## src/rtl/sinc3_pkg.sv

```systemverilog
package sinc3_pkg;

  localparam int SINC_ORDER = 3;

  typedef enum logic {
    SEL_HI = 1'b0,
    SEL_LO = 1'b1
  } rd_sel_e;

  // log2 of the decimation ratio chosen by a select code
  function automatic int ratio_log2(int base_log2, int osr_code);
    return base_log2 + osr_code;
  endfunction

  // accumulator width: holds R_max^ORDER exactly, plus one bit
  function automatic int acc_width(int base_log2, int osr_w);
    return SINC_ORDER * (base_log2 + (1 << osr_w) - 1) + 1;
  endfunction

  // right-shift (positive) or left-shift (negative) that maps the filter gain onto out_w bits
  function automatic int gain_shift(int base_log2, int osr_code, int out_w);
    return SINC_ORDER * ratio_log2(base_log2, osr_code) - out_w;
  endfunction

endpackage

```

## src/rtl/sinc3_integrator.sv

```systemverilog
module sinc3_integrator
  import sinc3_pkg::*;
#(
  parameter int ACC_W = 28
) (
  input  logic             clk,
  input  logic             rst_n,
  input  logic             clear,
  input  logic             step,
  input  logic             in_bit,
  output logic [ACC_W-1:0] integ_out
);

  logic [ACC_W-1:0] acc_q  [SINC_ORDER];
  logic [ACC_W-1:0] acc_nx [SINC_ORDER];
  logic [ACC_W-1:0] ext_bit;

  assign ext_bit = {{(ACC_W-1){1'b0}}, in_bit};

  for (genvar g = 0; g < SINC_ORDER; g++) begin : g_stage
    if (g == 0) begin : g_first
      assign acc_nx[g] = acc_q[g] + ext_bit;
    end else begin : g_rest
      assign acc_nx[g] = acc_q[g] + acc_nx[g-1];
    end

    always_ff @(posedge clk or negedge rst_n) begin
      if (!rst_n)     acc_q[g] <= '0;
      else if (clear) acc_q[g] <= '0;
      else if (step)  acc_q[g] <= acc_nx[g];
    end
  end

  assign integ_out = acc_nx[SINC_ORDER-1];


  integ_idle_chk: assert property (@(posedge clk) disable iff (!rst_n)
    (!step && !clear) |=> $stable(acc_q[0]));

endmodule

```

## src/rtl/sinc3_decimator.sv

```systemverilog
module sinc3_decimator
  import sinc3_pkg::*;
#(
  parameter int BASE_LOG2 = 6,
  parameter int OSR_W     = 2,
  parameter int CNT_W     = 9
) (
  input  logic             clk,
  input  logic             rst_n,
  input  logic             clear,
  input  logic             step,
  input  logic [OSR_W-1:0] osr,
  output logic             dec_stb
);

  logic [CNT_W-1:0] cnt_q;
  logic [CNT_W-1:0] last_val;
  logic             at_last;
  int               rl;

  assign rl = ratio_log2(BASE_LOG2, int'(osr));

  always_comb begin
    last_val = '0;
    for (int i = 0; i < CNT_W; i++) begin
      if (i < rl) last_val[i] = 1'b1;
    end
  end

  assign at_last = (cnt_q == last_val);
  assign dec_stb = step && at_last;

  always_ff @(posedge clk or negedge rst_n) begin
    if (!rst_n)     cnt_q <= '0;
    else if (clear) cnt_q <= '0;
    else if (step)  cnt_q <= at_last ? '0 : cnt_q + 1'b1;
  end


  cnt_in_range_chk: assert property (@(posedge clk) disable iff (!rst_n)
    cnt_q <= last_val);


  cnt_wrap_chk: assert property (@(posedge clk) disable iff (!rst_n)
    dec_stb |=> (cnt_q == '0));

endmodule

```

## src/rtl/sinc3_comb.sv

```systemverilog
module sinc3_comb
  import sinc3_pkg::*;
#(
  parameter int ACC_W = 28
) (
  input  logic             clk,
  input  logic             rst_n,
  input  logic             clear,
  input  logic             stb,
  input  logic [ACC_W-1:0] d_in,
  output logic [ACC_W-1:0] comb_out
);

  logic [ACC_W-1:0] dly_q    [SINC_ORDER];
  logic [ACC_W-1:0] stage_in [SINC_ORDER];
  logic [ACC_W-1:0] diff     [SINC_ORDER];

  for (genvar g = 0; g < SINC_ORDER; g++) begin : g_stage
    if (g == 0) begin : g_first
      assign stage_in[g] = d_in;
    end else begin : g_rest
      assign stage_in[g] = diff[g-1];
    end
    assign diff[g] = stage_in[g] - dly_q[g];

    always_ff @(posedge clk or negedge rst_n) begin
      if (!rst_n)     dly_q[g] <= '0;
      else if (clear) dly_q[g] <= '0;
      else if (stb)   dly_q[g] <= stage_in[g];
    end
  end

  assign comb_out = diff[SINC_ORDER-1];


  comb_hold_chk: assert property (@(posedge clk) disable iff (!rst_n)
    (!stb && !clear) |=> $stable(dly_q[0]));

endmodule

```

## src/rtl/sinc3_out_buffer.sv

```systemverilog
module sinc3_out_buffer
  import sinc3_pkg::*;
#(
  parameter int OUT_W = 24,
  parameter int HI_W  = 16,
  localparam int LO_W = OUT_W - HI_W
) (
  input  logic             clk,
  input  logic             rst_n,
  input  logic             load,
  input  logic [OUT_W-1:0] res_in,
  input  logic             rd_en,
  input  logic             rd_addr,
  input  logic             irq_en,
  output logic [HI_W-1:0]  rd_data,
  output logic             buf_full,
  output logic             irq
);

  logic [HI_W-1:0] hi_q;
  logic [LO_W-1:0] lo_q;
  logic            full_q;
  logic            hi_rd;

  assign hi_rd = rd_en && (rd_addr == SEL_HI);

  always_ff @(posedge clk or negedge rst_n) begin
    if (!rst_n) begin
      hi_q <= '1;
      lo_q <= '1;
    end else if (load) begin
      hi_q <= res_in[OUT_W-1 -: HI_W];
      lo_q <= res_in[LO_W-1:0];
    end
  end

  always_ff @(posedge clk or negedge rst_n) begin
    if (!rst_n)     full_q <= 1'b0;
    else if (load)  full_q <= 1'b1;
    else if (hi_rd) full_q <= 1'b0;
  end

  assign rd_data  = (rd_addr == SEL_LO) ? {{(HI_W-LO_W){1'b0}}, lo_q} : hi_q;
  assign buf_full = full_q;
  assign irq      = full_q & irq_en;


  flag_set_chk: assert property (@(posedge clk) disable iff (!rst_n)
    load |=> buf_full);


  flag_clear_chk: assert property (@(posedge clk) disable iff (!rst_n)
    (hi_rd && !load) |=> !buf_full);


  lo_read_keeps_chk: assert property (@(posedge clk) disable iff (!rst_n)
    (rd_en && (rd_addr == SEL_LO) && buf_full) |=> buf_full);


  halves_hold_chk: assert property (@(posedge clk) disable iff (!rst_n)
    !load |=> ($stable(hi_q) && $stable(lo_q)));


  irq_gate_chk: assert property (@(posedge clk) disable iff (!rst_n)
    irq |-> (buf_full && irq_en));

endmodule

```

## src/rtl/sinc3_decim_channel.sv

```systemverilog
module sinc3_decim_channel
  import sinc3_pkg::*;
#(
  parameter int BASE_LOG2 = 6,
  parameter int OSR_W     = 2,
  parameter int OUT_W     = 24,
  parameter int HI_W      = 16,
  localparam int ACC_W    = acc_width(BASE_LOG2, OSR_W),
  localparam int CNT_W    = BASE_LOG2 + (1 << OSR_W) - 1,
  localparam int WIDE_W   = ACC_W + OUT_W
) (
  input  logic             clk,
  input  logic             rst_n,
  input  logic             in_bit,
  input  logic             in_valid,
  input  logic [OSR_W-1:0] osr_sel,
  input  logic             irq_en,
  input  logic             rd_en,
  input  logic             rd_addr,
  output logic [HI_W-1:0]  rd_data,
  output logic             buf_full,
  output logic             irq
);

  logic [OSR_W-1:0] osr_q;
  logic             restart;
  logic             step;
  logic             dec_stb;
  logic [ACC_W-1:0] integ_out;
  logic [ACC_W-1:0] comb_out;
  logic [WIDE_W-1:0] wide;
  logic [WIDE_W-1:0] shifted;
  logic [OUT_W-1:0] result;
  int               sh;

  always_ff @(posedge clk or negedge rst_n) begin
    if (!rst_n)       osr_q <= '0;
    else if (restart) osr_q <= osr_sel;
  end

  assign restart = (osr_sel != osr_q);
  assign step    = in_valid && !restart;

  sinc3_integrator #(.ACC_W(ACC_W)) u_integ (
    .clk(clk), .rst_n(rst_n), .clear(restart), .step(step),
    .in_bit(in_bit), .integ_out(integ_out)
  );

  sinc3_decimator #(.BASE_LOG2(BASE_LOG2), .OSR_W(OSR_W), .CNT_W(CNT_W)) u_decim (
    .clk(clk), .rst_n(rst_n), .clear(restart), .step(step),
    .osr(osr_q), .dec_stb(dec_stb)
  );

  sinc3_comb #(.ACC_W(ACC_W)) u_comb (
    .clk(clk), .rst_n(rst_n), .clear(restart), .stb(dec_stb),
    .d_in(integ_out), .comb_out(comb_out)
  );

  // scale the filter gain R^3 onto OUT_W bits; saturate the single full-scale case
  assign sh   = gain_shift(BASE_LOG2, int'(osr_q), OUT_W);
  assign wide = {{OUT_W{1'b0}}, comb_out};

  always_comb begin
    if (sh >= 0) shifted = wide >> sh;
    else         shifted = wide << (-sh);
    if (|shifted[WIDE_W-1:OUT_W]) result = '1;
    else                          result = shifted[OUT_W-1:0];
  end

  sinc3_out_buffer #(.OUT_W(OUT_W), .HI_W(HI_W)) u_buf (
    .clk(clk), .rst_n(rst_n), .load(dec_stb), .res_in(result),
    .rd_en(rd_en), .rd_addr(rd_addr), .irq_en(irq_en),
    .rd_data(rd_data), .buf_full(buf_full), .irq(irq)
  );


  restart_no_load_chk: assert property (@(posedge clk) disable iff (!rst_n)
    restart |-> !dec_stb);


  restart_keeps_flag_chk: assert property (@(posedge clk) disable iff (!rst_n)
    (restart && !rd_en) |=> (buf_full == $past(buf_full)));

endmodule

```

## config.mk

```make
export PLATFORM = sky130hd
export DESIGN_NAME = sinc3_decim_channel
export DESIGN_NICKNAME = d
export VERILOG_FILES = /design/src/rtl/sinc3_pkg.sv /design/src/rtl/sinc3_integrator.sv /design/src/rtl/sinc3_decimator.sv /design/src/rtl/sinc3_comb.sv /design/src/rtl/sinc3_out_buffer.sv /design/src/rtl/sinc3_decim_channel.sv
export SDC_FILE = /design/constraint.sdc
export NUM_CORES = 1
export LEC_CHECK = 0
export BUFFER_PORTS_ARGS = -buffer_cell sky130_fd_sc_hd__buf_4
export CELL_PAD_IN_SITES_DETAIL_PLACEMENT = 0
export CELL_PAD_IN_SITES_GLOBAL_PLACEMENT = 2
export CORE_MARGIN = 5
export CORE_UTILIZATION = 43
export CTS_CLUSTER_DIAMETER = 40
export DETAILED_ROUTE_END_ITERATION = 16
export PLACE_DENSITY = 0.91
export SYNTH_ARGS = -nofsm -noshare
export SYNTH_HDL_FRONTEND = slang
export SYNTH_SLANG_ARGS = --single-unit
```

## constraint.sdc

```tcl
create_clock -name clk -period 24.9 [get_ports clk]
set_clock_uncertainty 0.1 [all_clocks]
set_input_delay 4.98 -clock clk [delete_from_list [all_inputs] [get_ports clk]]
set_output_delay 4.98 -clock clk [all_outputs]
set_load 0.005 [all_outputs]
```

==> run metrics <==
status completed; Synth Register Bits between 200 and 250; synthesis-to-finish area growth 12.4%; CTS HTree Levels 2; Final GP Congestion 0.879; TNS Setup 0 ps; Critical Path Source Type input port; post-CTS setup buffer count 0; Max IR drop VDD 0.0589 mV; CP dominant cell by count ha_1; Syn Nets 2272; vias in the first global route 14800; via count 14900; Power Dens Cells 107 nW/µm²; Final HPWL DP between 30 and 40 mm; Via-to-Cell Ratio 5.60; DIE HEIGHT 212 µm; Clock Sinks between 200 and 250; Seq/Total Area, Yosys about 30%; Clock Tree Buf Depth 3; Worst Reg-to-Reg Cells 48; CP max-delay cell a2111o_1; cts hold-fix bufs 0; RR Startpoint u_integ.acc_q[56]; Placed Area 18100 µm²; asr flop ratio synth 100%; IO buf count 26; required time of the critical path 25260 ps; Lkg Pwr 0.00892 µW; PostCTS Resize Cnt 0; TritonCTS Buffers 44; Setup Viol. Count Final 0; hold violation total from the final report 0; slew margin rel. ~13%; Synth Warn # 0; Starting Density between 40% and 50%; Primary FF master, synth dfrtp_1; commonest non-fill, non-tap cell in the layout nor2_1; Hold Path End u_comb.dly_q[69]; most area-consuming cells after synthesis dfrtp_1 26%, ha_1 11%, nor2_1 4.8%, xnor2_1 4.8%, nand2_1 4.3%; All-Layer GR Usage 19.5%; core area 40600 µm²; later-pin clock latency in the skew report 570 ps; Congestion Overflow GR 0; ant diodes 0; I/O Pins 27; worst-margin pin slew 1270 ps; layout cells sized above 1 under 10%; largest fanout on the critical path 24; Tcrit/Tclk final 60.8%; fmax 66.1 MHz; hold depth 2; reg2reg setup slack 13910 ps; Hold Path Class flip-flop to flip-flop; final wirelength 43.7 mm; HP Start u_comb.dly_q[69]; WL/cell between 15 and 20 µm; Initial DRC Count 797; Clock transition at path regs 50 ps; minimum clock period 15140 ps; Avg Cell Area, Syn 8.33 µm²; row count 74; RSZ-0062 raised after global routing false; initial antenna violation count 0; synthesized area 17500 µm²; Setup CP Type input port to flip-flop; CP endpoint kind flip-flop; nets between 2000 and 2500; biggest area consumer among synthesized cells dfrtp_1; post-layout util 48.5%; post-synthesis cell count 2108; pins over their slew limit 0; EDFF count, synth 0; total power 2100 µW; crit path DAT 15500 ps; top cell type's share of synthesized area between 20 and 30%; Yosys cell types 85; most frequent cells in the layout 225 x nor2_1, 201 x nand2_1, 179 x dfrtp_1; largest net degree at the start of global routing just over 90; r2r endpoint u_buf.lo_q[6]; Clock Root Buffer clkbuf_16; Final ANT Viol Nets 0; DRT Pass-1 Iters 6; die area 45000 µm²; DRC Markers 0; die width 212 µm; CTS tree yes; design area 19700 µm²; first-pass GRT wire length 73.5 mm; Worst path max stage delay 450 ps; FILL cells slightly below 4000; maxcap violations 0
## cell usage after synthesis (24+ instances only)
master / n
clkbuf_1: 61
dfrtp_1: 180
nor2b_1: 31
nor3_1: 42
and3_1: 27
nand2_1: 202
ha_1: 150
dfstp_2: 24
xnor2_1: 96
xor2_1: 86
o21ai_0: 103
inv_1: 123
o31ai_1: 75
a21o_1: 48
nor2_1: 225
nand3_1: 55
a21oi_1: 131
mux2i_1: 63
## area by class of cell
type | count | area, µm² | share of cell area (%)
clock inverters | 20 | 345 | 1.75
repair buffers | 41 | 315 | 1.60
well taps | 532 | 666 | 3.38
flip-flops and latches | 204 | 5140 | 26.0
inverters | 126 | 473 | 2.40
multi-input cells | 1685 | 11500 | 58.5
clock buffers | 61 | 1240 | 6.31
## where the power goes
part           leakage, µW  switching (µW)  internal (µW)
sequential         0.00276            1.63            337
combinational      0.00539             704            435
clock             0.000772             192            431
total              0.00892             898           1200
## flip-flops by register name (all words and copies together) (netlist names)
name / flops
u_integ.acc_q: 84
osr_q: 2
u_comb.dly_q: 84
u_decim.cnt_q: 9
u_buf.buf_full: 1
u_buf.hi_q: 16
u_buf.lo_q: 8
## per-layer routing
| layer | track usage (%) | routed length, µm | vias to the layer above | share of wire [%] |
|---|---|---|---|---|
| met5 | 0 | 0 | - | 0 |
| met4 | 8.44 | 1840 | 0 | 4.2 |
| met3 | 2.38 | 1440 | 103 | 3.3 |
| met2 | 33.1 | 20600 | 287 | 47 |
| met1 | 25.0 | 19900 | 7037 | 45 |
| li1 | - | - | 7520 | - |
## cell families after synthesis
group / synth area share, %
buf+inv: 5.08
simple gates: 17.9
mux: 4.68
xor+xnor: 9.53
fa+ha+maj: 11.3
flops: 29.3
compound gates: 22.3
## worst max path at each step
stage           start  cells after the start  slack [ps]             end
2_1_floorplan  in_bit                     49       10440   u_buf.hi_q[0]
3_3_place_gp   in_bit                     49        9470  u_buf.hi_q[14]
3_5_place_dp   in_bit                     49        9310   u_buf.lo_q[6]
4_1_cts        in_bit                     49        9870  u_buf.hi_q[14]
5_1_grt        in_bit                     48        8950  u_buf.hi_q[14]
6_report       in_bit                     49        9760   u_buf.lo_q[6]
## critical path: cells and delay by family
kind | cells | cell delay, ps
AOI/OAI and AO/OA | 20 | 4060
xor gates and xnor gates | 8 | 1790
adders and majority gates | 6 | 1770
buffers and inverters | 3 | 570
and+or+nand+nor | 12 | 2260
## through the flow
| step | instances | hold WS, ps | setup slack (ps) |
|---|---|---|---|
| global route | 2669 | 414 | 8950 |
| global placement | 2588 | 382 | 9470 |
| finish | 2669 | 398 | 9760 |
| CTS | 2669 | 402 | 9870 |
| detailed placement | 2588 | 391 | 9310 |
| floorplan | 2108 | 364 | 10440 |
No activity file was read; power rests on OpenSTA's default activity.
